$ cat src/rtl/sync_bank_pkg.sv
package sync_bank_pkg;
  localparam int unsigned SB_SLOTS = 16;
  localparam int unsigned SB_CNT_W = 8;
  localparam int unsigned SB_FID_W = 8;
  localparam int unsigned SB_CID_W = 6;
endpackage

$ cat src/rtl/sync_slot.sv
module sync_slot #(
  parameter int unsigned CNT_W = 8,
  parameter int unsigned FID_W = 8,
  parameter int unsigned CID_W = 6
) (
  input  logic             clk,
  input  logic             rst_n,
  input  logic             cfg_hit,
  input  logic [CNT_W-1:0] cfg_sync,
  input  logic [CNT_W-1:0] cfg_reset,
  input  logic [FID_W-1:0] cfg_fid,
  input  logic [CID_W-1:0] cfg_cid,
  input  logic             sig_hit,
  input  logic             start_hit,
  input  logic             grant,
  output logic             pend,
  output logic [FID_W-1:0] fid,
  output logic [CID_W-1:0] cid,
  output logic             drop
);
  localparam logic [CNT_W-1:0] ONE = CNT_W'(1);

  logic             valid_q;
  logic [CNT_W-1:0] cnt_q;
  logic [CNT_W-1:0] rld_q;
  logic [FID_W-1:0] fid_q;
  logic [CID_W-1:0] cid_q;
  logic             pend_q;
  logic [CNT_W-1:0] eff;
  logic             take;

  // reload is applied before any decrement in the same cycle
  assign eff  = (start_hit && valid_q) ? rld_q : cnt_q;
  assign take = sig_hit && valid_q && !cfg_hit && (eff != '0) && !((eff == ONE) && pend_q);
  assign drop = sig_hit && !cfg_hit && !take;

  always_ff @(posedge clk) begin
    if (!rst_n) begin
      valid_q <= 1'b0;
      cnt_q   <= '0;
      rld_q   <= '0;
      fid_q   <= '0;
      cid_q   <= '0;
      pend_q  <= 1'b0;
    end else if (cfg_hit) begin
      valid_q <= 1'b1;
      cnt_q   <= cfg_sync;
      rld_q   <= cfg_reset;
      fid_q   <= cfg_fid;
      cid_q   <= cfg_cid;
      pend_q  <= 1'b0;
    end else begin
      if (valid_q) cnt_q <= take ? eff - ONE : eff;
      if (grant) pend_q <= 1'b0;
      if (take && (eff == ONE)) pend_q <= 1'b1;
    end
  end

  assign pend = pend_q;
  assign fid  = fid_q;
  assign cid  = cid_q;

  // a new event only ever appears with the count at zero
  p_fire_at_zero_r3: assert property (@(posedge clk) disable iff (!rst_n)
    $rose(pend_q) |-> (cnt_q == '0));

  // without a reload or a write the count never rises
  p_cnt_no_rise_r5: assert property (@(posedge clk) disable iff (!rst_n)
    (!cfg_hit && !start_hit) |=> (cnt_q <= $past(cnt_q)));

  // a pending event survives until granted or overwritten
  p_pend_hold_r7: assert property (@(posedge clk) disable iff (!rst_n)
    (pend_q && !grant && !cfg_hit) |=> pend_q);
endmodule

$ cat src/rtl/sync_enable_arb.sv
module sync_enable_arb #(
  parameter int unsigned N     = 16,
  parameter int unsigned IDX_W = 4
) (
  input  logic             clk,
  input  logic             rst_n,
  input  logic [N-1:0]     pend,
  input  logic             ready,
  output logic             valid,
  output logic [IDX_W-1:0] sel,
  output logic [N-1:0]     grant
);
  logic             locked_q;
  logic [IDX_W-1:0] lock_q;
  logic [IDX_W-1:0] low;

  always_comb begin
    low = '0;
    for (int i = N - 1; i >= 0; i--) begin
      if (pend[i]) low = IDX_W'(i);
    end
  end

  assign sel   = (locked_q && pend[lock_q]) ? lock_q : low;
  assign valid = pend[sel];

  always_comb begin
    grant      = '0;
    grant[sel] = valid && ready;
  end

  always_ff @(posedge clk) begin
    if (!rst_n) begin
      locked_q <= 1'b0;
      lock_q   <= '0;
    end else begin
      locked_q <= valid && !ready;
      lock_q   <= sel;
    end
  end

  // at most one slot is granted per cycle
  p_grant_onehot_r8: assert property (@(posedge clk) disable iff (!rst_n)
    $onehot0(grant));
endmodule

$ cat src/rtl/sync_slot_bank.sv
module sync_slot_bank
  import sync_bank_pkg::*;
#(
  parameter int unsigned NUM_SLOTS = SB_SLOTS,
  parameter int unsigned CNT_W     = SB_CNT_W,
  parameter int unsigned FID_W     = SB_FID_W,
  parameter int unsigned CID_W     = SB_CID_W,
  localparam int unsigned IDX_W    = $clog2(NUM_SLOTS)
) (
  input  logic             clk,
  input  logic             rst_n,
  input  logic             cfg_we,
  input  logic [IDX_W-1:0] cfg_idx,
  input  logic [CNT_W-1:0] cfg_sync,
  input  logic [CNT_W-1:0] cfg_reset,
  input  logic [FID_W-1:0] cfg_fid,
  input  logic [CID_W-1:0] cfg_cid,
  input  logic             sig_valid,
  input  logic [IDX_W-1:0] sig_idx,
  input  logic             start_valid,
  input  logic [IDX_W-1:0] start_idx,
  output logic             en_valid,
  input  logic             en_ready,
  output logic [IDX_W-1:0] en_slot,
  output logic [FID_W-1:0] en_fid,
  output logic [CID_W-1:0] en_cid,
  output logic             err_pulse
);
  logic [NUM_SLOTS-1:0] pend;
  logic [NUM_SLOTS-1:0] grant;
  logic [NUM_SLOTS-1:0] drop;
  logic [FID_W-1:0]     slot_fid [NUM_SLOTS];
  logic [CID_W-1:0]     slot_cid [NUM_SLOTS];
  logic [IDX_W-1:0]     sel;
  logic                 err_q;

  for (genvar s = 0; s < NUM_SLOTS; s++) begin : g_slot
    sync_slot #(
      .CNT_W(CNT_W), .FID_W(FID_W), .CID_W(CID_W)
    ) u_slot (
      .clk      (clk),
      .rst_n    (rst_n),
      .cfg_hit  (cfg_we && (cfg_idx == IDX_W'(s))),
      .cfg_sync (cfg_sync),
      .cfg_reset(cfg_reset),
      .cfg_fid  (cfg_fid),
      .cfg_cid  (cfg_cid),
      .sig_hit  (sig_valid && (sig_idx == IDX_W'(s))),
      .start_hit(start_valid && (start_idx == IDX_W'(s))),
      .grant    (grant[s]),
      .pend     (pend[s]),
      .fid      (slot_fid[s]),
      .cid      (slot_cid[s]),
      .drop     (drop[s])
    );
  end

  sync_enable_arb #(.N(NUM_SLOTS), .IDX_W(IDX_W)) u_arb (
    .clk  (clk),
    .rst_n(rst_n),
    .pend (pend),
    .ready(en_ready),
    .valid(en_valid),
    .sel  (sel),
    .grant(grant)
  );

  always_ff @(posedge clk) begin
    if (!rst_n) err_q <= 1'b0;
    else        err_q <= |drop;
  end

  assign en_slot   = sel;
  assign en_fid    = slot_fid[sel];
  assign en_cid    = slot_cid[sel];
  assign err_pulse = err_q;

  // a stalled event stays put unless its slot is rewritten
  p_hold_stall_r7: assert property (@(posedge clk) disable iff (!rst_n)
    (en_valid && !en_ready && !(cfg_we && cfg_idx == en_slot))
      |=> (en_valid && $stable(en_slot)));

  // an error needs a dependency signal in the cycle before
  p_err_cause_r4: assert property (@(posedge clk) disable iff (!rst_n)
    err_pulse |-> $past(sig_valid));
endmodule

$ cat config.mk
export PLATFORM = sky130hd
export DESIGN_NAME = sync_slot_bank
export DESIGN_NICKNAME = d
export VERILOG_FILES = /design/src/rtl/sync_bank_pkg.sv /design/src/rtl/sync_slot.sv /design/src/rtl/sync_enable_arb.sv /design/src/rtl/sync_slot_bank.sv
export SDC_FILE = /design/constraint.sdc
export NUM_CORES = 1
export LEC_CHECK = 0
export BUFFER_PORTS_ARGS = -buffer_cell sky130_fd_sc_hd__buf_4
export CAP_MARGIN = 20
export CORE_MARGIN = 3
export CORE_UTILIZATION = 40
export CTS_CLUSTER_SIZE = 10
export DETAILED_ROUTE_END_ITERATION = 6
export GPL_TIMING_DRIVEN = 0
export HOLD_SLACK_MARGIN = 0.05
export PLACE_DENSITY = 0.59
export SLEW_MARGIN = 20
export SYNTH_ARGS = -nofsm -noshare
export SYNTH_HDL_FRONTEND = slang
export SYNTH_SLANG_ARGS = --single-unit
$ cat constraint.sdc
create_clock -name clk -period 12.2 [get_ports clk]
set_clock_uncertainty 0.1 [all_clocks]
set_input_delay 2.44 -clock clk [delete_from_list [all_inputs] [get_ports clk]]
set_output_delay 2.44 -clock clk [all_outputs]
set_load 0.005 [all_outputs]
==> summary.md <==
Sorting the synthesized cells by area gives the leading types as sky130_fd_sc_hd__dfxtp_1 40%, sky130_fd_sc_hd__nand2_1 14%, sky130_fd_sc_hd__a21oi_1 11%. The setup check on the worst reg-to-reg path leaves a slack of 7.63 ns. The count of max-cap constraint violations was 0; the diode insertion count for antenna repair was 0.

The destination of the worst register-to-register timing path is g_slot[13].u_slot.pend. The maximum count of clock buffers along a single path came out at 3. The combinational family with the most area after synthesis was simple AND/OR/NAND/NOR gates. During synthesis, Yosys emitted a total of 0 warnings. For the pin with the worst max-slew slack, the measured transition is 1.20 ns. For this run, the slowest stage of the critical path takes 0.62 ns. A synthesized cell averages 7.53 sq um. The number of antenna violations at the first check in global routing came out at 4. The half-perimeter wire length after placement was 78.5 mm; the number of max-slew violations in the final report was 0.

The kind of cell with the highest combined delay on the critical path was simple AND/OR/NAND/NOR gates. The peak ir drop on the vdd network is 0.123 mV. The floorplan step set the die width to 261 um.

In the global route stage, overall resource usage came out at 30.9%. For the number of endpoints failing setup at the final stage, the log shows 0. The critical path starts at u_arb.lock_q[0]. After clock tree synthesis, the clock-pin slew on the worst setup and hold paths is 0.07 ns.

Dividing the detail-routed via count by the number of cells gives 5.90. The quantity of I/O buffers inserted on ports is 40. The share of synthesized area in the top cell type comes to 39.8%. The critical path in this run is classified as flop to output pin. The total standard cell area after synthesis was 26100 sq um. Of all cell types, the one taking the most synthesized area is sky130_fd_sc_hd__dfxtp_1. The logs give 0 for the post-CTS resize count and 20.1% for the headroom to the max-slew limit. The compound-cell area share of the yosys netlist came out at 18.2%. The share of synthesized registers carrying an async set or reset was 0%. The tools report the worst flop-to-flop path startpoint as g_slot[11].u_slot.pend. Pin placement for this block handled 68 I/O pins. At the end of routability-driven placement, the weighted congestion stood at 0.981. The total routed wirelength was 108 mm; the biggest fanout along the worst timing path was 10.

Kind of launch point of the worst setup path: a flop. Final routed wire length divided by cell count: 24.4 um. The number of unique standard cell types used by synthesis was 75. The layout filler cell count is 6615.

After Yosys synthesis, full adders, half adders and majority gates account for 2.31% of the synthesized area. At the end of the flow, the number of nets in the layout was 3660. The instance count on the critical path came out at 10.

The final worst hold slack came out at 0.353 ns. The placeable core region is 63800 sq um, and the number of enable flip-flop cells after synthesis is 0. Clock tree synthesis inserted a total of 60 buffers. The synthesis-to-layout area growth is 12.0%.

sky130_fd_sc_hd__nand2_1 is the most common cell in the netlist. The run gives 0 ns as the setup TNS. Summed over all cells, the static leakage comes to 9.70 nW. After Yosys synthesis, XOR and XNOR cells account for 3.70% of the synthesized area. Synthesis produced a netlist with a net count of 3556. In the synthesized netlist, mux cells make up 6.07% of the area. The row count was 92. For the die outline area, the log shows 68200 sq um.

The highest-delay cell along the critical path is sky130_fd_sc_hd__clkbuf_1. The critical path ends at en_fid[6]. The number of buffers and inverters on the critical path is 3. The post-route netlist has 4.74% of its cells at a drive strength greater than 1. Entering global routing, the biggest net connects 19 pins. The number of global-route vias before repair was 23729.

The min-delay analysis places its worst path in the category flop to flop. The sequential share of the synthesized area was 39.8%; the shortest period the worst path allows was 7.28 ns. After clock tree synthesis, the setup repair step added 0 buffers. The clock net sink count is 518. The detail route stage leaves a number of antenna-violating nets equal to 0. The commonest cells after synthesis are 968 x sky130_fd_sc_hd__nand2_1, 558 x sky130_fd_sc_hd__a21oi_1, 518 x sky130_fd_sc_hd__dfxtp_1. The tools report the element type at the critical path end as an output pin.

TritonCTS built the clock tree. The tree is rooted in a sky130_fd_sc_hd__clkbuf_16. Post-detailed-route DRC marker count: 0. The final critical-path share of the clock period was 59.7%; the H-tree depth was 2. The first routing iteration left 3149 violations. The critical path goes through buf_6 > mux4_2 > o2111a_1 > nor2_2 > mux2_2 > nand2_1 > clkbuf_1 > a21oi_1 > or4_1 > buf_4.

The flop and latch count out of synthesis works out to 518. Count of endpoints failing hold in the final timing report: 0. Setup repair after global routing left no endpoint under its margin.

The starting utilization of the core area is 40.9%. The insertion delay to the later sink of the worst-skew pair came out at 0.67 ns. In the synthesized netlist, the number of instances is 3460. The wire length of the first global-routing pass is 157 mm. The commonest register cell after synthesis was sky130_fd_sc_hd__dfxtp_1. Of the total synthesized cell area, the portion taken by AND, OR, NAND and NOR gates is 25.2%. Based on the critical path, the design can be clocked at up to 137 MHz. Dividing total power by cell area gives a power density of 125 nW/um^2. The first-pass detailed-route iteration total is 6.

The total congestion overflow after global routing is 0. At the worst endpoint, the arrival time is 4.74 ns. For the worst setup path, the data required time is 9.66 ns.

For this block, the via count after detailed routing is 26156. The die span in y is 261 um, and the count of hold-fix buffers inserted at cts is 0. The worst register-to-register path has a depth of 9. The flow ran to the end, and the final reports show no timing, DRC or antenna violations.
-- metal layers --
metal,GRT usage (%),vias up,wire (um)
met4,12.8,0,4880
li1,-,12129,-
met5,0,-,0
met3,5.39,245,10500
met2,48.5,1284,48200
met1,41.9,12498,44900
-- cell type report --
| class | count | area, sq um | area share (%) |
|---|---|---|---|
| clock buffers | 82 | 1650 | 5.67 |
| flip-flops and latches | 518 | 10400 | 35.5 |
| well taps | 846 | 1060 | 3.63 |
| plain buffers | 274 | 1110 | 3.79 |
| clock inverters | 4 | 85.1 | 0.291 |
| inverters | 36 | 135 | 0.463 |
| repair buffers | 42 | 312 | 1.07 |
| multi-input cells | 2632 | 14500 | 49.6 |
-- cell families (layout without fill, tap and decap cells) --
| kind of cell | Yosys count | after routing |
|---|---|---|
| multiplexers | 154 | 154 |
| AO/OA/AOI/OAI | 821 | 821 |
| adder cells (fa/ha/maj) | 48 | 48 |
| flip-flops | 518 | 518 |
| buffers and inverters | 310 | 438 |
| XOR/XNOR | 110 | 110 |
| AND/OR/NAND/NOR | 1499 | 1499 |
-- worst min path at each step --
| stage | start | endpoint | slack (ns) | cells past startpoint |
|---|---|---|---|---|
| 4_1_cts | g_slot[1].u_slot.cid[0] | g_slot[1].u_slot.cid[0] | 0.35 | 2 |
| 2_1_floorplan | g_slot[1].u_slot.cid[0] | g_slot[1].u_slot.cid[0] | 0.33 | 2 |
| 3_5_place_dp | g_slot[1].u_slot.cid[0] | g_slot[1].u_slot.cid[0] | 0.35 | 2 |
| 3_3_place_gp | g_slot[1].u_slot.cid[1] | g_slot[1].u_slot.cid[1] | 0.34 | 2 |
| 5_1_grt | g_slot[11].u_slot.cid[5] | g_slot[11].u_slot.cid[5] | 0.37 | 2 |
| 6_report | g_slot[1].u_slot.cid[4] | g_slot[1].u_slot.cid[4] | 0.35 | 2 |
-- power breakdown --
part           total (mW)  internal (mW)  switching, mW  leakage (nW)
Combinational       0.242         0.0556          0.187          4.67
Sequential           1.73           1.71         0.0156          4.18
Clock                1.68          0.933          0.745         0.844
-- tightest hold or removal path, cell delays in order, from the launching register on --
cell and delay (ns):
sky130_fd_sc_hd__dfxtp_1 0.30, sky130_fd_sc_hd__nand2_1 0.05, sky130_fd_sc_hd__a21oi_1 0.05
-- state kept, by name, indices dropped and copies added, names as in the netlist --
name,cells
g_slot.u_slot.cnt_q,128
g_slot.u_slot.cid,96
u_arb.lock_q,4
err_pulse,1
g_slot.u_slot.pend,16
g_slot.u_slot.rld_q,128
g_slot.u_slot.fid,128
u_arb.locked_q,1
g_slot.u_slot.valid_q,16
-- metrics by stage --
stage,std cells,setup slack (ns),power (mW),area [sq um],utilization (%)
3_5_place_dp,4347,5.46,2.00,27400,43.0
4_1_cts,4433,5.00,3.64,29200,45.8
6_report,4434,4.92,3.65,29200,45.8
3_3_place_gp,4346,4.97,2.00,27400,43.0
2_1_floorplan,3460,6.64,1.89,26100,-
5_1_grt,4434,4.83,3.73,29200,45.8
-- layout by cell type, fill, tap and decap left out, types with 11 or more instances in the layout --
cell,count
sky130_fd_sc_hd__or4_1,20
sky130_fd_sc_hd__nor3_1,35
sky130_fd_sc_hd__nor2b_1,12
sky130_fd_sc_hd__xnor2_1,76
sky130_fd_sc_hd__ha_1,48
sky130_fd_sc_hd__nand4_1,38
sky130_fd_sc_hd__mux2i_1,140
sky130_fd_sc_hd__o31ai_1,14
sky130_fd_sc_hd__dfxtp_1,518
sky130_fd_sc_hd__a222oi_1,42
sky130_fd_sc_hd__inv_1,34
sky130_fd_sc_hd__nand3_1,112
sky130_fd_sc_hd__and2_1,16
sky130_fd_sc_hd__o21ai_0,65
sky130_fd_sc_hd__clkbuf_1,249
sky130_fd_sc_hd__nand2_1,968
sky130_fd_sc_hd__or3_1,18
sky130_fd_sc_hd__and3_1,46
sky130_fd_sc_hd__a21o_1,28
sky130_fd_sc_hd__nor2_1,140
sky130_fd_sc_hd__o22ai_1,34
sky130_fd_sc_hd__nand3b_1,16
sky130_fd_sc_hd__nor4_1,30
sky130_fd_sc_hd__buf_1,16
sky130_fd_sc_hd__clkbuf_16,60
sky130_fd_sc_hd__a22oi_1,15
sky130_fd_sc_hd__a21oi_1,558
sky130_fd_sc_hd__mux2_2,11
sky130_fd_sc_hd__buf_4,42
sky130_fd_sc_hd__xor2_1,34
Note: power is estimated with default switching activity, not from simulation.
